File: src/rtl/pps_pkg.sv
package pps_pkg;

    typedef enum logic [2:0] {
        ST_IDLE,
        ST_SETUP,
        ST_ASSERT,
        ST_RELEASE,
        ST_SETTLE,
        ST_DONE
    } pps_state_e;

    typedef enum logic {
        ACT_STEP = 1'b0,
        ACT_LOAD = 1'b1
    } pps_action_e;

    typedef struct packed {
        pps_action_e action;
        logic [1:0]  sel;
        logic        dir;
    } pps_req_t;

    // Cycles needed to cover span_ps with clock period clk_ps, at least one.
    function automatic int unsigned cyc_ceil(input int unsigned span_ps,
                                             input int unsigned clk_ps);
        int unsigned r;
        r = (span_ps + clk_ps - 1) / clk_ps;
        if (r < 1) r = 1;
        return r;
    endfunction

endpackage

File: src/rtl/pps_timer.sv
module pps_timer #(
    parameter int unsigned CNT_W = 8
) (
    input  logic             clk,
    input  logic             rst,
    input  logic             load,
    input  logic [CNT_W-1:0] load_val,
    output logic             expired
);
    logic [CNT_W-1:0] cnt_q;

    // A loaded value v makes expired rise in the v-th cycle after the load.
    always_ff @(posedge clk) begin
        if (rst) begin
            cnt_q <= '0;
        end else if (load) begin
            cnt_q <= load_val - CNT_W'(1);
        end else if (cnt_q != '0) begin
            cnt_q <= cnt_q - CNT_W'(1);
        end
    end

    assign expired = (cnt_q == '0);
endmodule

File: src/rtl/pps_ctrl.sv
module pps_ctrl
    import pps_pkg::*;
#(
    parameter int unsigned CNT_W    = 8,
    parameter int unsigned REP_W    = 4,
    parameter int unsigned SETUP_N  = 1,
    parameter int unsigned STEP_N   = 1,
    parameter int unsigned LOAD_N   = 1,
    parameter int unsigned SETTLE_N = 1
) (
    input  logic             clk,
    input  logic             rst,
    input  logic             req_valid,
    input  pps_req_t         req_in,
    input  logic [REP_W-1:0] req_count,
    input  logic             tmr_expired,
    output pps_state_e       state_q,
    output pps_state_e       state_d,
    output logic             tmr_load,
    output logic [CNT_W-1:0] tmr_val,
    output pps_req_t         req_q
);
    localparam logic [CNT_W-1:0] SETUP_C  = CNT_W'(SETUP_N);
    localparam logic [CNT_W-1:0] STEP_C   = CNT_W'(STEP_N);
    localparam logic [CNT_W-1:0] LOAD_C   = CNT_W'(LOAD_N);
    localparam logic [CNT_W-1:0] SETTLE_C = CNT_W'(SETTLE_N);
    localparam logic [REP_W-1:0] ONE_REP  = REP_W'(1);

    logic [REP_W-1:0] rem_q;
    logic             accept;
    logic             more_steps;

    assign accept     = (state_q == ST_IDLE) && req_valid;
    assign more_steps = (req_q.action == ACT_STEP) && (rem_q > ONE_REP);

    always_comb begin
        state_d  = state_q;
        tmr_load = 1'b0;
        tmr_val  = SETUP_C;
        unique case (state_q)
            ST_IDLE: begin
                if (req_valid) begin
                    state_d  = ST_SETUP;
                    tmr_load = 1'b1;
                    tmr_val  = SETUP_C;
                end
            end
            ST_SETUP: begin
                if (tmr_expired) begin
                    state_d  = ST_ASSERT;
                    tmr_load = 1'b1;
                    tmr_val  = (req_q.action == ACT_LOAD) ? LOAD_C : STEP_C;
                end
            end
            ST_ASSERT: begin
                if (tmr_expired) begin
                    state_d  = ST_RELEASE;
                    tmr_load = 1'b1;
                    tmr_val  = STEP_C;
                end
            end
            ST_RELEASE: begin
                if (tmr_expired) begin
                    tmr_load = 1'b1;
                    if (more_steps) begin
                        state_d = ST_ASSERT;
                        tmr_val = STEP_C;
                    end else begin
                        state_d = ST_SETTLE;
                        tmr_val = SETTLE_C;
                    end
                end
            end
            ST_SETTLE: begin
                if (tmr_expired) state_d = ST_DONE;
            end
            ST_DONE: state_d = ST_IDLE;
            default: state_d = ST_IDLE;
        endcase
    end

    always_ff @(posedge clk) begin
        if (rst) begin
            state_q <= ST_IDLE;
            req_q   <= '0;
            rem_q   <= '0;
        end else begin
            state_q <= state_d;
            if (accept) begin
                req_q <= req_in;
                rem_q <= (req_count == '0) ? ONE_REP : req_count;
            end else if (state_q == ST_RELEASE && tmr_expired && more_steps) begin
                rem_q <= rem_q - ONE_REP;
            end
        end
    end
endmodule

File: src/rtl/pps_drive.sv
module pps_drive
    import pps_pkg::*;
(
    input  logic       clk,
    input  logic       rst,
    input  pps_state_e state_d,
    input  pps_req_t   req_q,
    output logic       busy,
    output logic       done,
    output logic [1:0] pll_sel,
    output logic       pll_dir,
    output logic       pll_step_n,
    output logic       pll_load
);
    logic strobe_on;
    assign strobe_on = (state_d == ST_ASSERT);

    // All strobes and flags come from flops fed by the next state.
    always_ff @(posedge clk) begin
        if (rst) begin
            busy       <= 1'b0;
            done       <= 1'b0;
            pll_step_n <= 1'b1;
            pll_load   <= 1'b0;
        end else begin
            busy       <= (state_d != ST_IDLE);
            done       <= (state_d == ST_DONE);
            pll_step_n <= !(strobe_on && req_q.action == ACT_STEP);
            pll_load   <= strobe_on && (req_q.action == ACT_LOAD);
        end
    end

    assign pll_sel = req_q.sel;
    assign pll_dir = req_q.dir;
endmodule

File: src/rtl/pll_phase_seq.sv
module pll_phase_seq
    import pps_pkg::*;
#(
    parameter int unsigned CLK_PS      = 10000,
    parameter int unsigned VCO_PS      = 1600,
    parameter int unsigned SETUP_PS    = 5000,
    parameter int unsigned LOAD_PS     = 10000,
    parameter int unsigned VCO_MIN_CYC = 4,
    parameter int unsigned SETTLE_VCO  = 4,
    parameter int unsigned CNT_W       = 8,
    parameter int unsigned REP_W       = 4
) (
    input  logic             clk,
    input  logic             rst,
    input  logic             req_valid,
    input  logic             req_load,
    input  logic [1:0]       req_sel,
    input  logic             req_dir,
    input  logic [REP_W-1:0] req_count,
    output logic             busy,
    output logic             done,
    output logic [1:0]       pll_sel,
    output logic             pll_dir,
    output logic             pll_step_n,
    output logic             pll_load
);
    localparam int unsigned SETUP_N  = cyc_ceil(SETUP_PS, CLK_PS);
    localparam int unsigned STEP_N   = cyc_ceil(VCO_MIN_CYC * VCO_PS, CLK_PS);
    localparam int unsigned LOAD_N   = cyc_ceil(LOAD_PS, CLK_PS);
    localparam int unsigned SETTLE_N = cyc_ceil(SETTLE_VCO * VCO_PS, CLK_PS);

    pps_state_e       state_q, state_d;
    pps_req_t         req_in, req_q;
    logic             tmr_load, tmr_expired;
    logic [CNT_W-1:0] tmr_val;

    assign req_in.action = req_load ? ACT_LOAD : ACT_STEP;
    assign req_in.sel    = req_sel;
    assign req_in.dir    = req_dir;

    pps_ctrl #(
        .CNT_W   (CNT_W),
        .REP_W   (REP_W),
        .SETUP_N (SETUP_N),
        .STEP_N  (STEP_N),
        .LOAD_N  (LOAD_N),
        .SETTLE_N(SETTLE_N)
    ) u_ctrl (
        .clk        (clk),
        .rst        (rst),
        .req_valid  (req_valid),
        .req_in     (req_in),
        .req_count  (req_count),
        .tmr_expired(tmr_expired),
        .state_q    (state_q),
        .state_d    (state_d),
        .tmr_load   (tmr_load),
        .tmr_val    (tmr_val),
        .req_q      (req_q)
    );

    pps_timer #(.CNT_W(CNT_W)) u_timer (
        .clk     (clk),
        .rst     (rst),
        .load    (tmr_load),
        .load_val(tmr_val),
        .expired (tmr_expired)
    );

    pps_drive u_drive (
        .clk       (clk),
        .rst       (rst),
        .state_d   (state_d),
        .req_q     (req_q),
        .busy      (busy),
        .done      (done),
        .pll_sel   (pll_sel),
        .pll_dir   (pll_dir),
        .pll_step_n(pll_step_n),
        .pll_load  (pll_load)
    );
endmodule

File: config.mk
export PLATFORM = sky130hd
export DESIGN_NAME = pll_phase_seq
export DESIGN_NICKNAME = d
export VERILOG_FILES = /design/src/rtl/pps_pkg.sv /design/src/rtl/pps_timer.sv /design/src/rtl/pps_ctrl.sv /design/src/rtl/pps_drive.sv /design/src/rtl/pll_phase_seq.sv
export SDC_FILE = /design/constraint.sdc
export NUM_CORES = 1
export LEC_CHECK = 0
export ABC_AREA = 1
export BUFFER_PORTS_ARGS = -buffer_cell sky130_fd_sc_hd__buf_2
export CAP_MARGIN = 20
export CORE_MARGIN = 10
export CORE_UTILIZATION = 45
export CTS_BUF_LIST = sky130_fd_sc_hd__clkbuf_8 sky130_fd_sc_hd__clkbuf_16
export DETAILED_ROUTE_END_ITERATION = 6
export PLACE_DENSITY = 0.75
export SLEW_MARGIN = 10
export SYNTH_ARGS = -nofsm -noshare
export SYNTH_HDL_FRONTEND = slang
export SYNTH_SLANG_ARGS = --single-unit
export TNS_END_PERCENT = 5
File: constraint.sdc
create_clock -name clk -period 2.5 [get_ports clk]
set_clock_uncertainty 0.15 [all_clocks]
set_input_delay 0.125 -clock clk [delete_from_list [all_inputs] [get_ports clk]]
set_output_delay 0.125 -clock clk [all_outputs]
set_load 0.02 [all_outputs]
==> flow_summary.toml, run 1 <==
[critical_path]
cp_data_required_time_ps = 2510
startpoint = "u_timer.cnt_q[0]"
ff2ff_path_depth = 9
crit_path_start_kind = "register"
worstPathArrival_ps = 1660
r2r_end = "u_ctrl.rem_q[0]"
path_delay_family = "simple AND/OR/NAND/NOR gates"
endpoint = "u_ctrl.rem_q[0]"
path_max_fanout = 10
reg2reg_from = "u_timer.cnt_q[0]"
slowest_delay_ps = 320
rrSetupSlack_ps = 850
path_depth = 9
cp_cell_sequence = "inv_1 -> ha_1 -> nand2_2 -> nor2_8 -> nand4_1 -> nand2_2 -> inv_2 -> nor2_1 -> nor2_1"
endpoint_kind = "register"
critPathBufInv = 2
crit_slowest_cell = "dfxtp_1"
path_class = "reg2reg"

[synth]
synth_top_area_cell = "dfxtp_1"
synth_top_area_share_pct = 38.5
ys_seq_elements = 23
ys_types = 28
syn_inst = 156
synth_area_um2 = 1190
synth_flop_cell = "dfxtp_1"
synth_warnings = 0
ys_seq_area_share_pct = 38.5
synth_edf_count = 0
synth_nets = 171
async_reset_ff_share_pct = 0
synthTopCellsByArea = "dfxtp_1 39%, nand2_1 8.8%, nor2_1 6.6%"
syn-mean-instance-area_um2 = 7.66

[drt]
drc = 0
drtAntennaViolNets = 0
vias = 1025
via_per_inst = 4.93
first_iter_violations = 49
drt-pass1-iter-count = 4
route.detailed.wl_per_inst_um = 11.0
totalWireLength_um = 2290

[sta]
hold_violations = 0
setup_viol = 0
final.min_clock_period_ps = 1650
fmax_ghz = 0.607
drv_slew = 0
rsz0062_at_grt = "no"
tns_ps = 0
slew_headroom_pct = 75.0
worst_pin_slew_ps = 373
finalCritPeriodShare_pct = 65.9

[finish]
antenna_cells = 0
drive_gt1_share_pct = 20.8
final_cell_mix = "28 x nand2_1, 23 x dfxtp_1, 21 x nor2_1"
finish.net_count = 194
layout_commonest_cell = "nand2_1"
area_delta_synth_final_pct = 15.2

[clock_network]
htree_levels = 1
ctsRootBufferMaster = "clkbuf_8"
cts_setup_buffers = 0
cts_sinks = 23
numCtsBuffers = 3
cts.repair.resized = 0
cts_tree = "built"
path_clk_slew_ps = 80
worstSkewPairLatency_ps = 260
clockBufferDepth = 2

[global_routing]
grt_max_degree = 20
grt_overflow_total = 0
grt_usage_pct = 9.45
grt_pass1_vias = 1003
antenna_found_initial = 0
grt_pass1_wl_um = 4090

[floorplan]
die_y_um = 71.5
coreArea_um2 = 2500
start_util_pct = 47.8
pin_count = 18
die_x_um = 71.5
rows = 18
dieArea_um2 = 5120

[power_and_ir_drop]
power_leakage_uw = 0.000665
power.total_uw = 1610
vdd_drop_max_mv = 0.611
power_density_nw_per_um2 = 1170

[worst_hold_path]
hold_path_class = "in2reg"
whs_path_depth = 3

[flow_run]
maxCapViolations = 0

[placement]
port_buffers = 17
gp_congestion = 0.797
dpl.hpwl_um = 1820

[run_status]
status = "completed"
-- cell usage after synthesis (2+ instances only) --
library cell	count
nand2_1	28
dfxtp_1	23
nor2_1	21
inv_1	19
o21ai_0	13
a21oi_1	10
ha_1	4
nand3_1	4
xor2_1	4
nand2_2	3
nand4_1	3
nor2_2	3
nor2_4	3
buf_4	2
inv_2	2
xnor2_1	2
-- worst reg2reg max path, delay by kind of cell (launching register included) --
| kind | cells | cell delay (ps) |
|---|---|---|
| simple gates | 6 | 710 |
| fa+ha+maj | 1 | 180 |
| buf+inv | 2 | 200 |
| flops | 1 | 320 |
-- state kept, by name, indices dropped and copies added, names as in the netlist --
register and flops:
u_ctrl.req_q 4, u_drive.pll_step_n 1, u_timer.cnt_q 8, u_drive.pll_load 1, u_drive.done 1, u_drive.busy 1, u_ctrl.rem_q 4, u_ctrl.state_q 3
-- kinds of logic (layout without fill, tap and decap cells) --
group	Yosys count	in the layout	share of synthesized area [%]
DFF	23	23	38.5
and+or+nand+nor	70	70	30.2
AOI/OAI and AO/OA	28	28	13.1
buffers and inverters	24	46	8.80
xor gates and xnor gates	6	6	4.40
muxes	1	1	0.838
adders and majority gates	4	4	4.19
-- metrics by stage --
stage	cells	utilization [%]	hold slack (ps)	setup slack, ps	cell area (µm²)
floorplan	156	-	44.1	1040	1190
global placement	200	51.7	234	928	1290
detailed placement	200	51.7	241	855	1290
CTS	208	55.1	2.49	844	1380
global route	208	55.1	98.6	641	1380
finish	208	55.1	1.79	853	1380
-- worst min-delay path by stage --
| stage | startpoint | to | slack [ps] |
|---|---|---|---|
| 3_5_place_dp | rst | u_ctrl.rem_q[3] | 240 |
| 5_1_grt | req_sel[1] | u_ctrl.req_q[2] | 100 |
| 2_1_floorplan | rst | u_ctrl.rem_q[2] | 40 |
| 6_report | req_sel[1] | u_ctrl.req_q[2] | 2 |
| 3_3_place_gp | rst | u_ctrl.rem_q[2] | 230 |
| 4_1_cts | req_sel[1] | u_ctrl.req_q[2] | 2 |
-- power breakdown --
| group | total, µW | internal, µW | switching [µW] |
|---|---|---|---|
| registers | 546 | 471 | 74.7 |
| clock network | 227 | 110 | 117 |
| logic | 833 | 311 | 521 |
| total | 1610 | 892 | 713 |
-- repair_timing --
item | in CTS | in global routing
hold buffers | 4 | 0
endpoints found under the hold margin | 6 | 0
setup endpoints to repair | 0 | 0
-- final cells by class --
class                           count  area (µm²)
Fill cell                         233        1120
Multi-Input combinational cell    109         629
Sequential cell                    23         460
Timing Repair Buffer               21         125
Inverter                           21        78.8
Clock buffer                        3        41.3
Tap cell                           30        37.5
Clock inverter                      1        3.75
-- per-layer routing --
layer	vias to the layer above	routed length (µm)	track usage (%)
met5	-	0	0
met4	0	52	4.52
met3	7	88	3.03
met2	18	1190	17.4
met1	465	953	9.31
li1	535	-	-
No activity file was read; power rests on OpenSTA's default activity.
==> run 2: changes to the inputs <==
--- a/config.mk
+++ b/config.mk
@@ -12,7 +12,7 @@
 export CORE_UTILIZATION = 45
 export CTS_BUF_LIST = sky130_fd_sc_hd__clkbuf_8 sky130_fd_sc_hd__clkbuf_16
 export DETAILED_ROUTE_END_ITERATION = 6
-export PLACE_DENSITY = 0.75
+export PLACE_DENSITY = 0.78
 export SLEW_MARGIN = 10
 export SYNTH_ARGS = -nofsm -noshare
 export SYNTH_HDL_FRONTEND = slang
==> constraint.sdc (replaced) <==
create_clock -name clk -period 1.4 [get_ports clk]
set_clock_uncertainty 0.15 [all_clocks]
set_input_delay 0.07 -clock clk [delete_from_list [all_inputs] [get_ports clk]]
set_output_delay 0.07 -clock clk [all_outputs]
set_load 0.02 [all_outputs]
==> run 2 against run 1 <==
  * The flow now finishes with violations (setup timing)
  * Non-clock buffer count is 24 higher
  * Clock power is 79% higher
  * Critical endpoint is now u_drive.pll_load
  * Clock-buffer cell count stayed put
  * Fmax is 8.9% higher
==> flow_summary.toml, run 2 (synthesis results as in run 1) <==
[run_status]
status = "complete, but fails checks"
violations = "setup timing"

[global_routing]
grt.busiest_layer = "met2"
grt_use_met1_pct = 11.9
antenna_found_initial = 0
use_met2_pct = 20.2
grt_pass1_wl_um = 4870
grt_use_met3_pct = 2.48
grt_pass1_vias = 1189
grt_usage_pct = 11.3
grt_overflow_total = 0
grt_max_degree = 14

[floorplan]
die_x_um = 71.5
start_util_pct = 47.8
rows = 18
dieArea_um2 = 5120
die_y_um = 71.5
pin_count = 18
coreArea_um2 = 2500

[sta]
slew_headroom_pct = 84.4
fmax_ghz = 0.661
worst_pin_slew_ps = 231
hold_ws_ps = 38.1
final.min_clock_period_ps = 1510
fin_ws_ps = -112
rsz0062_at_grt = "yes"
finalCritPeriodShare_pct = 108
setup_viol = 11
hold_violations = 0
tns_ps = -780
drv_slew = 0

[placement]
dp_cells = 219
gp_congestion = 0.910
dpl.hpwl_um = 2120
port_buffers = 17

[flow_run]
maxCapViolations = 0

[power_and_ir_drop]
vdd_drop_max_mv = 1.29
power_leakage_uw = 0.000788
power_density_nw_per_um2 = 2190

[finish]
layout_commonest_cell = "nand2_1"
area_delta_synth_final_pct = 40.1
drive_gt1_share_pct = 46.0
largest_reg_flops = 8
max_flop_register = "u_timer.cnt_q"
fillers = 204
finish.net_count = 218
reg_top3 = "u_timer.cnt_q: 8 flops, u_ctrl.rem_q: 4 flops, u_ctrl.req_q: 4 flops"
antenna_cells = 0
ff_latch_area_um2 = 468
fin_cells = 232
final_core_util_pct = 67.0
multi_input_area_um2 = 728
final_cell_mix = "23 x nand2_1, 21 x buf_4, 17 x buf_2, 17 x dfxtp_1, 16 x nor2_1"

[clock_network]
cts_sinks = 23
worstSkewPairLatency_ps = 260
clockBufferDepth = 2
numCtsBuffers = 3
htree_levels = 1
cts_tree = "built"
path_clk_slew_ps = 80
ctsRootBufferMaster = "clkbuf_8"

[critical_path]
path_max_fanout = 4
reg2reg_from = "u_ctrl.rem_q[0]"
ff2ff_path_depth = 11
endpoint_kind = "register"
path_class = "reg2reg"
worstPathArrival_ps = 1560
crit_path_start_kind = "register"
r2r_end = "u_drive.pll_load"
rrSetupSlack_ps = -110
cp_data_required_time_ps = 1450

[drt]
totalWireLength_um = 3030
via_per_inst = 5.04
route.detailed.wl_per_inst_um = 13.1
vias = 1169
drt-pass1-iter-count = 4
first_iter_violations = 50
drc = 0
drtAntennaViolNets = 0

[worst_hold_path]
whs_path_depth = 5
hp-start = "req_count[3]"
hold_path_class = "in2reg"
hold-path-endpoint = "u_ctrl.rem_q[3]"
## run 2: critical path, cell delays in order (launching register included)
cell and delay [ps]:
dfxtp_2 360, inv_2 60, ha_4 160, inv_2 50, nand2_2 50, nand2_2 80, nand2_2 80, a21boi_2 140
nor2_2 60, nor2_4 100, nand2_1 60, nor2_1 100
## run 2: area by class of cell
cell class,instances,share of cell area [%]
clock buffer,3,2.47
clock inverter,1,0.299
inverter,21,4.71
multi-input combinational,109,43.5
sequential,23,28.0
tap,30,2.24
timing repair buffer,45,18.8
## run 2: worst max path at each step
stage / slack [ps] / depth (start not counted) / from / endpoint
2_1_floorplan: -0.8 / 10 / u_ctrl.rem_q[0] / u_drive.pll_step_n
3_3_place_gp: -60 / 11 / u_ctrl.rem_q[0] / u_drive.pll_load
3_5_place_dp: -140 / 8 / u_timer.cnt_q[0] / u_timer.cnt_q[7]
4_1_cts: -110 / 11 / u_ctrl.rem_q[0] / u_drive.pll_load
5_1_grt: -210 / 11 / u_timer.cnt_q[0] / u_drive.pll_load
6_report: -110 / 11 / u_ctrl.rem_q[0] / u_drive.pll_load
## run 2: metrics by stage
| stage | instance area, µm² | power, µW | setup WS (ps) |
|---|---|---|---|
| after global placement | 1460 | 2730 | -55.5 |
| after global routing | 1670 | 3980 | -210 |
| after floorplan | 1220 | 2270 | -0.781 |
| after detailed placement | 1460 | 2840 | -137 |
| after CTS | 1580 | 3370 | -107 |
| final | 1670 | 3660 | -112 |
## run 2: repair_timing
action                                 CTS  global route
pin swaps                                5            17
endpoints found under the hold margin   10             4
resized for setup                       17            20
setup endpoints to repair               19            22
setup buffers                            0             4
hold buffers                             4             1
## run 2: report_power, final
part,leakage [µW],total [µW],internal [µW],switching [µW]
clock,0.0000255,406,198,207
combinational,0.000571,2250,1010,1250
sequential,0.000191,1000,854,147
total,0.000788,3660,2060,1600
## run 2: per-layer routing
metal	share of wire [%]	vias up
met4	2.7	0
li1	-	584
met3	3.1	9
met2	55	27
met1	39	549
met5	0	-
